==> config.mk <==
export PLATFORM = sky130hd
export DESIGN_NAME = code_bank_xlate
export DESIGN_NICKNAME = d
export VERILOG_FILES = /design/src/rtl/code_bank_xlate.sv
export SDC_FILE = /design/constraint.sdc
export NUM_CORES = 1
export LEC_CHECK = 0
export ABC_AREA = 1
export BUFFER_PORTS_ARGS = -buffer_cell sky130_fd_sc_hd__buf_2
export CAP_MARGIN = 40
export CELL_PAD_IN_SITES_DETAIL_PLACEMENT = 1
export CELL_PAD_IN_SITES_GLOBAL_PLACEMENT = 2
export CORE_MARGIN = 2
export CORE_UTILIZATION = 23
export DETAILED_ROUTE_END_ITERATION = 6
export GPL_TIMING_DRIVEN = 0
export MAX_ROUTING_LAYER = met4
export PLACE_DENSITY_LB_ADDON = 0.1
export SETUP_SLACK_MARGIN = 0.3
export SYNTH_ARGS = -nofsm -noshare
export SYNTH_HDL_FRONTEND = slang
export SYNTH_SLANG_ARGS = --single-unit
export TNS_END_PERCENT = 1
==> constraint.sdc <==
create_clock -name clk -period 10.2 [get_ports clk]
set_input_delay 3.06 -clock clk [delete_from_list [all_inputs] [get_ports clk]]
set_output_delay 3.06 -clock clk [all_outputs]
set_load 0.005 [all_outputs]
==> src/rtl/code_bank_xlate.sv <==
module code_bank_xlate #(
  parameter int CPU_AW    = 16,
  parameter int FLASH_AW  = 24,
  parameter int BANK_W    = 8,
  parameter int NUM_BANKS = 21,
  parameter int COMMON    = 16384
) (
  input  logic                clk,
  input  logic                rst_n,
  input  logic                bank_wr,
  input  logic [BANK_W-1:0]   bank_wdata,
  input  logic [CPU_AW-1:0]   fetch_addr,
  output logic [FLASH_AW-1:0] flash_addr,
  output logic                range_err,
  input  logic [FLASH_AW-1:0] trace_flash,
  output logic [BANK_W-1:0]   trace_bank,
  output logic [CPU_AW-1:0]   trace_offset,
  output logic                trace_common,
  output logic                trace_oob
);
  localparam int WIN = (1 << CPU_AW) - COMMON;
  localparam logic [FLASH_AW-1:0] COMMON_F = FLASH_AW'(COMMON);
  localparam logic [FLASH_AW-1:0] WIN_F    = FLASH_AW'(WIN);

  logic [BANK_W-1:0] bank_q;

  always_ff @(posedge clk)
    if (!rst_n)       bank_q <= BANK_W'(1);
    else if (bank_wr) bank_q <= bank_wdata;

  // forward map
  logic                in_win, bank_ok;
  logic [FLASH_AW-1:0] win_base, win_off;

  assign in_win   = fetch_addr >= CPU_AW'(COMMON);
  assign bank_ok  = (bank_q != '0) && (bank_q <= BANK_W'(NUM_BANKS));
  assign win_base = COMMON_F + FLASH_AW'(bank_q - BANK_W'(1)) * WIN_F;
  assign win_off  = FLASH_AW'(fetch_addr) - COMMON_F;

  assign flash_addr = !in_win ? FLASH_AW'(fetch_addr) :
                      bank_ok ? win_base + win_off : '0;
  assign range_err  = in_win && !bank_ok;

  // reverse map
  logic [FLASH_AW-1:0] t_rel, t_q, t_r;

  assign trace_common = trace_flash < COMMON_F;
  assign t_rel        = trace_flash - COMMON_F;
  assign t_q          = t_rel / WIN_F;
  assign t_r          = t_rel % WIN_F;
  assign trace_bank   = trace_common ? '0 : BANK_W'(t_q) + BANK_W'(1);
  assign trace_offset = trace_common ? CPU_AW'(trace_flash) :
                        CPU_AW'(t_r) + CPU_AW'(COMMON);
  assign trace_oob    = !trace_common && (t_q >= FLASH_AW'(NUM_BANKS));

  p_load_r2: assert property (@(posedge clk) disable iff (!rst_n)
    bank_wr |=> bank_q == $past(bank_wdata));
  p_hold_r2: assert property (@(posedge clk) disable iff (!rst_n)
    !bank_wr |=> $stable(bank_q));
  p_common_r1: assert property (@(posedge clk) disable iff (!rst_n)
    (fetch_addr < CPU_AW'(COMMON)) |-> (!range_err && flash_addr == FLASH_AW'(fetch_addr)));
  p_err_zero_r4: assert property (@(posedge clk) disable iff (!rst_n)
    range_err |-> flash_addr == '0);
  p_win_range_r3: assert property (@(posedge clk) disable iff (!rst_n)
    (in_win && !range_err) |-> flash_addr >= COMMON_F);
  p_offset_r5: assert property (@(posedge clk) disable iff (!rst_n)
    !trace_common |-> trace_offset >= CPU_AW'(COMMON));
  p_common_rev_r6: assert property (@(posedge clk) disable iff (!rst_n)
    trace_common |-> (trace_bank == '0 && !trace_oob));
endmodule

==> out/qor.txt, run 1 <==
Final period util = 0.954
Avg WL per Cell = 10.9 um
Final setup fails = 0
Synth Register Bits = 8
Num Clock Sinks = 8
DRT Pass-1 Iters = 3
Antenna Cells = 0
Area grow syn2layout = 50.4%
DRC = 0
Gpl congestion = 0.775
Final Hold Viols = 0
Fill cells = 1277
Syn_area_per_cell = 5.82 um^2
Initial Utilization = 0.235
Leakage = 1.92 nW
Die height = 103 um
First-pass GRT wire length = 10.6 mm
Slowest CP cell = nor4_2
Final Max Slew Viols = 0
Clk root buf = clkbuf_8
Largest net degree at the start of global routing = 11
Ports = 102
CP endpoint kind = primary output
Hold Crit Class = reg2reg
Setup tns final = 0 ns
CTS tree = done
Sequential share of the synthesized area = 0.0704
GRT Residual Overflow = 0
Routed Antenna Nets = 0
PortBufs = 87
Synth area leaders = ha_1, inv_1, nand2_1
Post-synth top area cell = ha_1
Top reg by flops = bank_q
Worst Reg-to-Reg Cells = 2
Via/cell ratio = 4.27
Post-synth ARST share = 0
DRT iter0 DRCs = 12
Cts bufs inserted = 3
Fmax = 103 MHz
H-tree depth = 1
Synth Warn # = 0
Slowest Stage Delay on Critical Path = 0.24 ns
Clock Latency Late Sink = 0.22 ns
Final Routed Wirelength = 6.89 mm
Detail Placement HPWL = 5.70 mm
Rel. slew slack = 0.665
Final total power = 0.373 mW
Post-synth top area share = 0.171
Crit path top cell by count = nand2_2
Arrival time of the worst setup path = 6.67 ns
Vias in the first global route = 2478
Slew @ Worst Pin = 0.494 ns
Setup WS pre-CTS = 0.134 ns
Regs by FF count = bank_q: 8 flops
Placed insts = 611
Initial antenna violation count = 0
Post-synth EDFFs = 0
Main synth FF type = dfxtp_1
CP max FO = 5
Max reg flops = 8
Clock period minus final worst setup slack = 9.73 ns
Fin cells = 631
Final net count = 584
Final Skew = 0 ns
Tot GR Track Use = 0.122
Share of cells above drive strength 1 = 0.386
Status = completed
Final worst setup slack = 0.469 ns
# rows = 36
Max VDD drop = 0.0000345 V
Die area = 0.0107 mm^2
Clock transition at path regs = 0.04 ns
Max-cap viol count = 0
Via count = 2695
Die width = 103 um
Synthesized area = 0.00227 mm^2
Cell Pwr Density = 109 mW/mm^2
Hold Path Stages = 2
CP required = 7.14 ns
Startpoint Class = primary input
Mapped Cells = 391
Clock Path Buffers = 2
Commonest cells post-synth = inv_1, nand2_1, nor2_1, ha_1, a21oi_1
Most frequent cell after synthesis = inv_1
Yosys cell types = 32
Crit Path Category = in2out
Syn nets = 475
Core area = 0.00968 mm^2
RSZ-0062 raised after global routing = true
-- critical path, delay by kind of cell --
| kind | cells | cell delay, ns |
|---|---|---|
| compound gates | 7 | 1.09 |
| buf+inv | 5 | 0.51 |
| simple gates | 17 | 1.79 |
| fa+ha+maj | 1 | 0.20 |
-- metal layers --
metal  up-vias  share of wire  global-route usage
met5         -              0                   -
met4         0         0.0058              0.0213
met1      1196           0.48               0.173
met3         5          0.043             0.00672
li1       1425              -                   -
met2        69           0.47               0.195
-- worst paths after layout --
path,start,end,slack [ns]
worst max-delay path,trace_flash[16],trace_oob,0.47
worst max register to register,bank_q[0]$_SDFFE_PN1P_,bank_q[0]$_SDFFE_PN1P_,9.48
worst min register to register,bank_q[1]$_SDFFE_PN0P_,bank_q[1]$_SDFFE_PN0P_,0.51
worst min-delay path,bank_q[1]$_SDFFE_PN0P_,bank_q[1]$_SDFFE_PN0P_,0.51
-- repair_timing --
item                                    4_1_cts  5_1_grt
resized for setup                             8       84
buffers inserted                              0       17
hold buffers                                  0        0
pin swaps                                     0       39
cloned                                        0        0
endpoints found under the setup margin        3        5
hold endpoints to repair                      0        0
-- cells by family after synthesis --
group / share of synthesized area
simple gates: 0.344
compound gates: 0.149
flops: 0.0704
fa+ha+maj: 0.188
buf+inv: 0.172
xor+xnor: 0.0770
-- report_power, final --
| group | leakage [nW] | switching, mW | internal, mW |
|---|---|---|---|
| combinational | 1.83 | 0.169 | 0.131 |
| sequential | 0.0666 | 0.00213 | 0.0337 |
| clock | 0.0216 | 0.0114 | 0.0255 |
-- placed cells by master (no fill, tap or decap), types with 2 or more instances in the layout --
cell type / Yosys / layout
a21oi_1: 24 / 20
a21oi_2: 0 / 3
buf_2: 0 / 85
buf_4: 3 / 18
buf_6: 0 / 2
clkbuf_1: 13 / 13
clkbuf_8: 0 / 3
dfxtp_1: 8 / 8
fa_1: 2 / 2
ha_1: 31 / 29
ha_4: 0 / 2
inv_1: 81 / 73
inv_2: 4 / 9
inv_4: 0 / 2
nand2_1: 57 / 42
nand2_2: 14 / 14
nand2_4: 0 / 15
nand3_1: 20 / 15
nand3_2: 4 / 5
nand3_4: 0 / 4
nor2_1: 55 / 51
nor2_2: 8 / 5
nor2_4: 1 / 8
nor3_1: 5 / 5
nor3b_1: 2 / 2
o211ai_1: 2 / 2
o21ai_0: 17 / 15
o21ai_1: 5 / 2
o21ai_2: 3 / 5
o21ai_4: 0 / 3
o21bai_1: 2 / 2
o21bai_4: 0 / 2
xnor2_1: 4 / 4
xor2_1: 16 / 16
-- metrics by stage --
step / util / cell area (um^2) / hold WS [ns]
after floorplan: - / 2270 / 0.479
after global placement: 0.297 / 2880 / 0.516
after detailed placement: 0.297 / 2880 / 0.513
after CTS: 0.304 / 2950 / 0.519
after global routing: 0.353 / 3420 / 0.570
final: 0.353 / 3420 / 0.509
-- area by class of cell --
cell class / count / area (um^2) / area share
inverter: 85 / 332 / 0.0969
sequential: 8 / 160 / 0.0468
buffer: 16 / 71.3 / 0.0208
clock buffer: 3 / 41.3 / 0.0121
multi-input combinational: 282 / 2060 / 0.601
tap: 133 / 166 / 0.0486
timing repair buffer: 104 / 596 / 0.174
Power figures use the tool's default switching activity.
==> run 2: changes to the inputs <==
--- a/config.mk
+++ b/config.mk
@@ -15,7 +15,7 @@
 export DETAILED_ROUTE_END_ITERATION = 6
 export GPL_TIMING_DRIVEN = 0
 export MAX_ROUTING_LAYER = met4
-export PLACE_DENSITY_LB_ADDON = 0.1
+export PLACE_DENSITY_LB_ADDON = 0.15
 export SETUP_SLACK_MARGIN = 0.3
 export SYNTH_ARGS = -nofsm -noshare
 export SYNTH_HDL_FRONTEND = slang
==> run 2 against run 1 <==
  * Critical path depth increased by 1
  * Combinational power decreased by 4%
  * Sequential power about the same
  * Critical endpoint unchanged
  * Die area unchanged
  * Global-route usage decreased by 0.51 points
  * Final cell count decreased by 0.16%
  * Largest cell class unchanged
  * Final area decreased by 4.5%
  * Via count decreased by 0.71%
==> out/qor.txt, run 2 (synthesized netlist as in run 1, its figures left out) <==
Max reg flops = 8 (unchanged)
Final Max Slew Viols = 0 (unchanged)
Ports = 102 (unchanged)
Sw frac = 0.489 (-0.000746)
Rel. slew slack = 0.646 (-0.0193)
Die height = 103 um (unchanged)
Hold Path End = bank_q[3]$_SDFFE_PN0P_
GRT Residual Overflow = 0 (unchanged)
Final Routed Wirelength = 6.70 mm (-2.7%)
Die width = 103 um (unchanged)
Final Hold Viols = 0 (unchanged)
Worst hold start = bank_q[3]$_SDFFE_PN0P_
Die area = 0.0107 mm^2 (unchanged)
Combinational Power Share = 0.799 (-0.006)
Most common cell after layout, fill and taps aside = buf_2
Largest net degree at the start of global routing = 11 (unchanged)
DP Area = 0.00288 mm^2 (unchanged)
Final net count = 583 (-0.17%)
Tot GR Track Use = 0.117 (-0.00512)
Vias in the first global route = 2388 (-3.6%)
Cts bufs inserted = 3 (unchanged)
Hold Path Stages = 2 (unchanged)
Clk root buf = clkbuf_8
CTS tree = done
Share of cells above drive strength 1 = 0.362 (-0.0234)
CP endpoint kind = primary output
Max VDD drop = 0.0000552 V (+60%)
Most frequent cells in the layout = buf_2, inv_1, nor2_1
Initial antenna violation count = 0 (unchanged)
Slowest CP cell = o21ai_4
H-tree depth = 1 (unchanged)
Arrival time of the worst setup path = 6.56 ns (-0.11 ns)
Slew @ Worst Pin = 0.529 ns (+0.0348 ns)
Fill cells = 1317 (+3.1%)
Crit path launch = trace_flash[16]
# rows = 36 (unchanged)
Clock Path Buffers = 2 (unchanged)
Final setup fails = 0 (unchanged)
Crit path buffers/inverters = 5 (unchanged)
Core area = 0.00968 mm^2 (unchanged)
Slowest Stage Delay on Critical Path = 0.21 ns (-0.03 ns)
Cell Pwr Density = 111 mW/mm^2 (+1.5%)
Hold Crit Class = reg2reg
FF-to-FF End = bank_q[0]$_SDFFE_PN1P_
Max-cap viol count = 0 (unchanged)
PortBufs = 87 (unchanged)
Clock period minus final worst setup slack = 9.62 ns (-0.108 ns)
Gpl congestion = 0.745 (-3.8%)
Top reg by flops = bank_q
CP required = 7.14 ns (about the same)
Reg power frac = 0.099 (+0.003)
Routed Antenna Nets = 0 (unchanged)
Area grow syn2layout = 43.6%
P_sw = 0.177 mW (-3.2%)
Antenna Cells = 0 (unchanged)
Regs by FF count = bank_q: 8 flops
Clock Latency Late Sink = 0.22 ns (about the same)
Crit path top cell by count = nand2_2
Reg2reg start = bank_q[0]$_SDFFE_PN1P_
Fmax = 104 MHz (+1.1%)
Initial Utilization = 0.235 (unchanged)
Startpoint Class = primary input
DRT iter0 DRCs = 24 (+12)
Status = completed
Post-route cell area = 0.00327 mm^2 (-4.5%)
Avg WL per Cell = 10.6 um (-2.6%)
Final period util = 0.943 (-0.0105)
Worst Reg-to-Reg Cells = 2 (unchanged)
First-pass GRT wire length = 10.2 mm (-3.9%)
CP top delay family = simple AND/OR/NAND/NOR gates
Leakage = 1.88 nW (-2.2%)
RSZ-0062 raised after global routing = true
Detail Placement HPWL = 5.71 mm (+0.15%)
Final Skew = 0 ns (unchanged)
Setup tns final = 0 ns (unchanged)
Num Clock Sinks = 8 (unchanged)
DRC = 0 (unchanged)
Via count = 2676 (-0.71%)
Part of the power in the clock network = 0.102 (+0.003)
Clock transition at path regs = 0.04 ns (about the same)
DRT Pass-1 Iters = 4 (+1)
Reg2reg setup slack = 9.45 ns (-0.03 ns)
Pint = 0.184 mW (-2.9%)
CP max FO = 5 (unchanged)
Crit Path Category = in2out
Via/cell ratio = 4.25 (-0.55%)
## run 2: changes by cell type in the layout (fill, tap and decap cells not counted), sizes merged
cell / before / now
clkinv: 0 / 1
inv: 85 / 84
buf: 107 / 106
## run 2: layout make-up
class                      instances  area [um^2]  share of cell area
multi-input combinational        282         1940               0.595
timing repair buffer             103          558               0.171
inverter                          85          327               0.100
tap                              133          166              0.0509
sequential                         8          160              0.0490
buffer                            16         71.3              0.0218
clock buffer                       3         41.3              0.0126
## run 2: how the worst max path moves through the flow
stage | endpoint | slack (ns) | cells past startpoint
floorplan | trace_oob | 1.14 | 30
global placement | trace_oob | 0.25 | 32
detailed placement | trace_oob | 0.16 | 32
CTS | trace_oob | 0.32 | 32
global route | trace_bank[6] | 0.22 | 31
finish | trace_oob | 0.58 | 31
## run 2: metrics by stage
stage	hold slack [ns]	cells	setup WS (ns)	util	total power, mW
after detailed placement	0.519	611	0.164	0.297	0.289
after global routing	0.570	630	0.221	0.337	0.409
final	0.522	630	0.577	0.337	0.361
after CTS	0.525	615	0.321	0.306	0.333
after floorplan	0.479	391	1.14	-	0.211
after global placement	0.515	611	0.254	0.297	0.284
## run 2: power by group through the flow
stage | sequential (mW) | clock [mW] | combinational, mW
2_1_floorplan | 0.0357 | 0 | 0.176
3_3_place_gp | 0.0363 | 0 | 0.248
3_5_place_dp | 0.0364 | 0 | 0.252
4_1_cts | 0.0358 | 0.0383 | 0.259
5_1_grt | 0.0362 | 0.0393 | 0.333
6_report | 0.0357 | 0.0368 | 0.289
## run 2: worst min-delay path: cells and delay by family (launching register included)
| kind | cells | cell delay, ns |
|---|---|---|
| AO/OA/AOI/OAI | 1 | 0.06 |
| buffers and inverters | 1 | 0.09 |
| flip-flops | 1 | 0.32 |
## run 2: timing repair
| item | 4_1_cts | 5_1_grt |
|---|---|---|
| resized for setup | 12 | 48 |
| pin swaps | 4 | 39 |
| endpoints found under the setup margin | 1 | 4 |
| hold buffers | 0 | 0 |
| buffers inserted | 1 | 15 |
## run 2: metal layers
layer / routed length, um / up-vias / global-route usage
met2: 3170 / 61 / 0.193
met5: 0 / - / -
met3: 279 / 2 / 0.00874
li1: - / 1425 / -
met4: 9 / 0 / 0.0152
met1: 3240 / 1188 / 0.161
